===== config.mk =====
export PLATFORM = sky130hd
export DESIGN_NAME = dco_hold_mem
export DESIGN_NICKNAME = d
export VERILOG_FILES = /design/src/rtl/dco_hold_pkg.sv /design/src/rtl/dco_mode_ctrl.sv /design/src/rtl/dco_hist_store.sv /design/src/rtl/dco_word_sel.sv /design/src/rtl/dco_hold_mem.sv
export SDC_FILE = /design/constraint.sdc
export NUM_CORES = 2
export LEC_CHECK = 0
export BUFFER_PORTS_ARGS = -buffer_cell sky130_fd_sc_hd__buf_2
export CAP_MARGIN = 20
export CORE_MARGIN = 2
export CORE_UTILIZATION = 55
export CTS_CLUSTER_DIAMETER = 80
export CTS_CLUSTER_SIZE = 25
export DETAILED_ROUTE_END_ITERATION = 8
export PLACE_DENSITY = 0.8
export SKIP_LAST_GASP = 1
export SLEW_MARGIN = 20
export SYNTH_ARGS = -nofsm -noshare
export SYNTH_HDL_FRONTEND = slang
export SYNTH_SLANG_ARGS = --single-unit

===== constraint.sdc =====
create_clock -name clk -period 54.5 [get_ports clk]
set_input_delay 0 -clock clk [delete_from_list [all_inputs] [get_ports clk]]
set_output_delay 0 -clock clk [all_outputs]
set_load 0.01 [all_outputs]

===== src/rtl/dco_hold_pkg.sv =====
package dco_hold_pkg;

    typedef enum logic [1:0] {
        MODE_TRACK = 2'b00,
        MODE_HOLD  = 2'b01,
        MODE_FREE  = 2'b10
    } dco_mode_e;

    typedef struct packed {
        logic record;  // write the strobe into history
        logic entry;   // first cycle of holdover
    } mode_evt_t;

    function automatic dco_mode_e decode_mode(input logic [1:0] sel, input logic auto_req);
        dco_mode_e m;
        case (sel)
            2'b00:   m = auto_req ? MODE_HOLD : MODE_TRACK;
            2'b01:   m = MODE_HOLD;
            default: m = MODE_FREE;
        endcase
        return m;
    endfunction

endpackage


===== src/rtl/dco_mode_ctrl.sv =====
module dco_mode_ctrl
    import dco_hold_pkg::*;
(
    input  logic       clk,
    input  logic       rst,
    input  logic [1:0] mode_sel,
    input  logic       auto_hold,
    input  logic       lf_valid,
    output dco_mode_e  mode_now,
    output dco_mode_e  mode_q,
    output mode_evt_t  evt
);
    always_comb begin
        mode_now   = decode_mode(mode_sel, auto_hold);
        evt.record = (mode_now == MODE_TRACK) && lf_valid;
        evt.entry  = (mode_now == MODE_HOLD) && (mode_q != MODE_HOLD);
    end

    always_ff @(posedge clk) begin
        if (rst) mode_q <= MODE_FREE;
        else     mode_q <= mode_now;
    end
endmodule


===== src/rtl/dco_hist_store.sv =====
module dco_hist_store #(
    parameter int WORD_W   = 24,
    parameter int NEAR_AGE = 26,
    parameter int FAR_AGE  = 52
) (
    input  logic              clk,
    input  logic              rst,
    input  logic              wr_en,
    input  logic [WORD_W-1:0] wr_word,
    output logic [WORD_W-1:0] band_mean,
    output logic              band_ready
);
    localparam int BAND_LEN = FAR_AGE - NEAR_AGE;
    localparam int PTR_W    = $clog2(FAR_AGE);
    localparam int CNT_W    = $clog2(FAR_AGE + 1);
    localparam int SUM_W    = WORD_W + $clog2(BAND_LEN + 1);
    localparam logic [PTR_W:0] DEPTH_X = (PTR_W+1)'(FAR_AGE);
    localparam logic [PTR_W:0] OFFS_X  = (PTR_W+1)'(FAR_AGE - NEAR_AGE);
    localparam logic [SUM_W-1:0] BAND_DIV = SUM_W'(BAND_LEN);

    logic [WORD_W-1:0] mem [FAR_AGE];
    logic [PTR_W-1:0]  wp;
    logic [CNT_W-1:0]  fill;
    logic [SUM_W-1:0]  band_sum;
    logic [PTR_W:0]    enter_x;
    logic [PTR_W-1:0]  enter_idx;
    logic [SUM_W-1:0]  quot;

    // Slot holding the sample about to move from age NEAR_AGE-1 to NEAR_AGE.
    always_comb begin
        enter_x = {1'b0, wp} + OFFS_X;
        if (enter_x >= DEPTH_X) enter_x = enter_x - DEPTH_X;
        enter_idx = enter_x[PTR_W-1:0];
    end

    always_ff @(posedge clk) begin
        if (rst) begin
            for (int i = 0; i < FAR_AGE; i++) mem[i] <= '0;
            wp       <= '0;
            fill     <= '0;
            band_sum <= '0;
        end else if (wr_en) begin
            mem[wp]  <= wr_word;
            band_sum <= band_sum + SUM_W'(mem[enter_idx]) - SUM_W'(mem[wp]);
            wp       <= (wp == PTR_W'(FAR_AGE - 1)) ? '0 : wp + 1'b1;
            if (fill != CNT_W'(FAR_AGE)) fill <= fill + 1'b1;
        end
    end

    always_comb begin
        quot       = band_sum / BAND_DIV;
        band_mean  = quot[WORD_W-1:0];
        band_ready = (fill == CNT_W'(FAR_AGE));
    end
endmodule


===== src/rtl/dco_word_sel.sv =====
module dco_word_sel
    import dco_hold_pkg::*;
#(
    parameter int WORD_W = 24,
    parameter logic [WORD_W-1:0] CENTER = {1'b1, {(WORD_W-1){1'b0}}}
) (
    input  logic              clk,
    input  logic              rst,
    input  dco_mode_e         mode_now,
    input  mode_evt_t         evt,
    input  logic              lf_valid,
    input  logic [WORD_W-1:0] lf_word,
    input  logic [WORD_W-1:0] band_mean,
    input  logic              band_ready,
    output logic [WORD_W-1:0] word_q
);
    logic [WORD_W-1:0] word_d;

    always_comb begin
        word_d = word_q;
        case (mode_now)
            MODE_TRACK: if (lf_valid) word_d = lf_word;
            MODE_HOLD:  if (evt.entry) word_d = band_ready ? band_mean : CENTER;
            default:    word_d = CENTER;
        endcase
    end

    always_ff @(posedge clk) begin
        if (rst) word_q <= CENTER;
        else     word_q <= word_d;
    end
endmodule


===== src/rtl/dco_hold_mem.sv =====
module dco_hold_mem
    import dco_hold_pkg::*;
#(
    parameter int WORD_W   = 24,
    parameter int NEAR_AGE = 26,
    parameter int FAR_AGE  = 52,
    parameter logic [WORD_W-1:0] CENTER = {1'b1, {(WORD_W-1){1'b0}}}
) (
    input  logic              clk,
    input  logic              rst,
    input  logic [1:0]        mode_sel,
    input  logic              auto_hold,
    input  logic              lf_valid,
    input  logic [WORD_W-1:0] lf_word,
    output logic [WORD_W-1:0] dco_word,
    output logic [1:0]        mode_out
);
    dco_mode_e         mode_now, mode_q;
    mode_evt_t         evt;
    logic [WORD_W-1:0] band_mean;
    logic              band_ready;

    dco_mode_ctrl u_ctrl (
        .clk(clk), .rst(rst), .mode_sel(mode_sel), .auto_hold(auto_hold),
        .lf_valid(lf_valid), .mode_now(mode_now), .mode_q(mode_q), .evt(evt)
    );

    dco_hist_store #(.WORD_W(WORD_W), .NEAR_AGE(NEAR_AGE), .FAR_AGE(FAR_AGE)) u_hist (
        .clk(clk), .rst(rst), .wr_en(evt.record), .wr_word(lf_word),
        .band_mean(band_mean), .band_ready(band_ready)
    );

    dco_word_sel #(.WORD_W(WORD_W), .CENTER(CENTER)) u_sel (
        .clk(clk), .rst(rst), .mode_now(mode_now), .evt(evt), .lf_valid(lf_valid),
        .lf_word(lf_word), .band_mean(band_mean), .band_ready(band_ready),
        .word_q(dco_word)
    );

    assign mode_out = mode_q;
endmodule


# Word-level counts from Yosys, hierarchy flattened
# Memory sizes are Yosys's and may differ from the RTL's. A register that Yosys moved wholly into a read port is not among the register bits.
# Cells that the tools add are included.
# Widths: inputs -> output; s select.
# word_totals
register_bits	67
ramBits	1248
elab_cells	47
n_memories	1
input_bits	30
output_inout_bits	26
# op_classes
order_cmp	1
n_div	1
reduce_logical	7
n_eq_ne	8
addsub	6
n_mux	18
# mem_list
name	words	word_bits	rd	rd_clocked_by_memory_dff	write_ports	line	text
u_hist.mem	52	24	2	1	52	dco_hist_store.sv:21	logic [WORD_W-1:0] mem [FAR_AGE];
# ops
cell	n
$mux 24	4
$pmux 24 s2	1
$mux 6	5
$add 29x24->29	1
$div 29x5->29 const B	1
$sub 29x24->29	1
$reduce_or 24->1	1
$add 6x1->6 const B	2
$eq 6x6->1 const B	2
$add 6x5->7 const B	1
$ge 7x6->1 const B	1
$mux 1	7
$ne 6x6->1 const B	1
$sub 6x6->6 const B	1
$eq 2x1->1 const B	2
$logic_not 2->1	2
$ne 2x2->1 const B	2
$pmux 2 s2	1
$reduce_and 2->1	2
$logic_and 1x1->1	2
$ne 2x1->1 const B	1

# Depth between registers and ports, before layout
# logic_depth
ltp_word	9
depth_mapped	96
ltp_nobuf	68

# Hierarchy
# Synthesis repeated with hierarchy kept, for this count alone.
# unflattened
hier_cells	7090
hier_area_um2	97803.8
# by_module_without_submodules
mod	seq_area_each_um2	cells_each	n_inst	area_per_inst_um2
dco_hist_store	47065.1	6962	1	96518.8
dco_word_sel	480.5	118	1	1198.6
dco_mode_ctrl	40.0	10	1	86.3

# Worst setup path after synthesis
# Ideal clock, no wire load.
# synth_timing
path_type	reg2reg
from	register u_hist.band_sum[24]
to	register u_sel.word_q[0]
setup_slack_ps	33020
t_required_ps	54380
period_less_slack_ps	21480
t_arrival_ps	21360
setup_time_ps	120
stages_incl_launch_ff	80
path_buffers	11
path_cell_list	dfxtp_1 buf_6 clkinv_1 ha_1 nor3b_1 mux2i_1 nor2_1 o211ai_1 o2111ai_1 and2_1 clkbuf_2 o21a_1 o221a_2 or4_1 and3_1 buf_6 buf_6 nand2_1 (+44 left out) or4_4 o2bb2ai_1 or4_1 a311oi_4 xor2_2 nor4_4 nand3_2 a41oi_1 o2111ai_1 a2111oi_0 nor3_1 xnor2_1 or4_1 or3_1 a311oi_2 xnor2_1 nand4b_1 o31a_1
# synth_between
elab_chain_len	4
# synth_rtl
element	line	text
from (decl)	dco_hist_store.sv:24	logic [SUM_W-1:0] band_sum;
from (signal assigned)	dco_hist_store.sv:44	band_sum <= band_sum + SUM_W'(mem[enter_idx]) - SUM_W'(mem[wp]);
$div 29x5->29	dco_hist_store.sv:51	quot = band_sum / BAND_DIV;
$mux 24 (2 in series)	dco_word_sel.sv:23	MODE_HOLD: if (evt.entry) word_d = band_ready ? band_mean : CENTER;
$pmux 24 s2	dco_word_sel.sv:21	case (mode_now)
to (signal assigned)	dco_word_sel.sv:30	else word_q <= word_d;
to (decl)	dco_word_sel.sv:15	output logic [WORD_W-1:0] word_q
# No other way between the ends. The select of a mux whose other input is x is not followed.
# A chain may end at the register's enable or synchronous reset.

# Final worst setup path
# Same ends and word-level chain as after synthesis.

==> impl_results.md <==
* Global-route wire length before repair at roughly 470 mm
* Postcts setup bufs at 0
* Maxcap violations at 0
* Period utilization at 0.516
* Total congestion overflow at 0
* Worst-margin pin slew at 1.16 ns
* Top cell type's share of synthesized area at 0.471
* Commonest cells after routing, fill and taps aside: 1536 x edfxtp_1, 1246 x and2_1, 984 x mux4_2, 285 x nor2_1, 278 x nand2_1
* Worst EP required at ~55 ns
* Tmin final at 28.12 ns
* Initial core utilization at 0.555
* GP Congestion at slightly below 1
* FFs w/ async S/R, synth at 0
* CTS clock-pin slew for the worst setup and hold paths at about 0.090 ns
* Leading area contributor after synthesis: edfxtp_1
* Most common cell after layout, fill and taps aside: edfxtp_1
* # setup viols final at 0
* Row count at 154
* GRT Resource Usage Total at 0.361
* Clock Root Buffer: clkbuf_16
* First-pass DRT Iterations at 7
* Fill count at 12900
* Max Slew Vio Count at 0
* Hold Slack at 0.0502 ns
* WL per Instance at 35.3 um
* First DRT Iteration DRCs at approximately 13000
* Setup CP Type: flop to flop
* Yosys warning total at 0
* Util after Layout at 0.592
* Synth Cell Area at 98000 um2
* Top cells by area, synth: edfxtp_1 47%, mux4_2 23%, and2_1 8.0%
* Pin count of the biggest net entering global routing at 149
* Cell mode on critical path: and4_1
* Core area at 176000 um2
* Initial antenna violation count at 32
* Hold Violations, Final at 0
* DIE AREA at 182000 um2
* Worst-Skew Late Latency at 0.78 ns
* Buffers added on ports at 55
* Final ANT Viol Nets at 0
* Relative slew slack at 0.222
* I/O pin count at 56
* Avg Cell Area, Syn at approximately 14 um2
* Mapped Cells at 7195
* Synth Register Bits at ~1600
* DRC Markers at 0
* Crit path DAT at 28.75 ns
* Number of global-route vias before repair at 68200
* Kind of start point of the critical path: flop
* Clock buffer depth at 3
* CP max stage cell: dfxtp_1
* Area Growth Syn to Fin at 6.60%
* Post-layout nets at 7014
* CP Capture Type: flop
* Post-synthesis sequential area ratio at 0.486
* TNS Setup at 0 ns
* Routed via count at around 70000
* Post-synth EDFFs at 1536
* Chip width at 426 um
* Htree depth at 3
* Hold Path Class: input pin to flop
* Ys flop type: edfxtp_1
* Net Count, Synth at 7293
* Layout cells sized above 1 at 0.242
* Unrepaired setup endpoints after global routing: false
* CTS tree: yes
* Slowest cell delay on critical path at 0.85 ns
* CTS Buf Count at 90
* DP HPWL at 201 mm
* Total wire length at 330 mm
* Clock Skews at 0.0546 ns
* Fmax at 0.0356 GHz
* CP Max Fanout at 35
* Vias per std cell at roughly 7.5
* Cell variety after synth at 154
* Die Span Y at 426 um
* TritonCTS Sinks at approximately 1600
* Status: completed
==> critical path: cells and delay by family, from the launching register on <==
kind,cells,cell delay [ns]
mux,3,1.18
xor+xnor,3,1.23
compound gates,33,13.52
flops,1,0.85
simple gates,27,9.28
fa+ha+maj,1,0.41
buf+inv,4,1.46
==> stage by stage <==
step                      instances  cell area, um2  worst slack (ns)
final                          9327          104000             26.38
after global routing           9320          104000             24.49
after CTS                      9311          104000             27.15
after detailed placement       9133          101000             27.26
after global placement         9133          101000             28.04
after floorplan                7195           98000             33.02
==> final cells by class <==
| class | instances | area, um2 | area share |
|---|---|---|---|
| flip-flops and latches | 1609 | 47600 | 0.456 |
| repair buffers | 262 | 2070 | 0.0198 |
| well taps | 2340 | 2930 | 0.0280 |
| clock buffers | 95 | 2290 | 0.0219 |
| multi-input cells | 4823 | 48300 | 0.463 |
| diodes | 12 | 30.0 | 0.000288 |
| inverters | 130 | 490 | 0.00470 |
| clock inverters | 56 | 713 | 0.00683 |
==> state kept, by name (all words and copies together) (netlist names), named ones only <==
signal / flops
u_hist.wp: 6
u_hist.mem: 1536
u_ctrl.mode_q: 2
u_hist.band_sum: 29
u_sel.word_q: 24
u_hist.fill: 6
==> final timing paths <==
kind                            start                end  slack (ns)  cells after the start
setup / recovery  u_hist.band_sum[24]    u_sel.word_q[0]       26.38                     71
hold / removal             lf_word[6]  u_hist.mem[57][6]        0.05                      2
setup reg to reg  u_hist.band_sum[24]    u_sel.word_q[0]       26.38                     71
hold reg to reg       u_sel.word_q[5]    u_sel.word_q[5]        0.49                      2
==> cell usage after synthesis, types with 104 or more instances <==
cell	n
mux4_2	984
nor2_1	346
o21ai_0	169
edfxtp_1	1536
a21oi_1	225
xnor2_1	111
nand2_1	279
nand3_1	104
nor3_1	180
inv_1	114
and2_1	1246
clkbuf_1	501
==> metal layers <==
metal	vias to the layer above	wire (um)	global-route usage
met1	34800	107000	0.459
met2	6479	146000	0.536
met4	22	23200	0.220
met3	1152	52800	0.123
li1	27600	-	-
met5	-	154	0.00556
==> logic make-up (layout without fill, tap and decap cells) <==
kind of cell / Yosys count / count (layout) / synth area share
compound gates: 999 / 999 / 0.0746
xor+xnor: 152 / 152 / 0.0138
fa+ha+maj: 72 / 72 / 0.0109
buf+inv: 763 / 543 / 0.0318
flops: 1609 / 1609 / 0.486
mux: 1108 / 1108 / 0.240
other cells: 0 / 12 / 0
simple gates: 2492 / 2492 / 0.144
==> what timing repair did <==
action / 4_1_cts / 5_1_grt
endpoints found under the setup margin: 0 / 0
resized for setup: 0 / 0
hold buffers: 27 / 0
endpoints found under the hold margin: 294 / 0
Power is left out: the tool's default activity adds up to more than one toggle a clock period on the data nets, which glitch-free logic cannot reach.
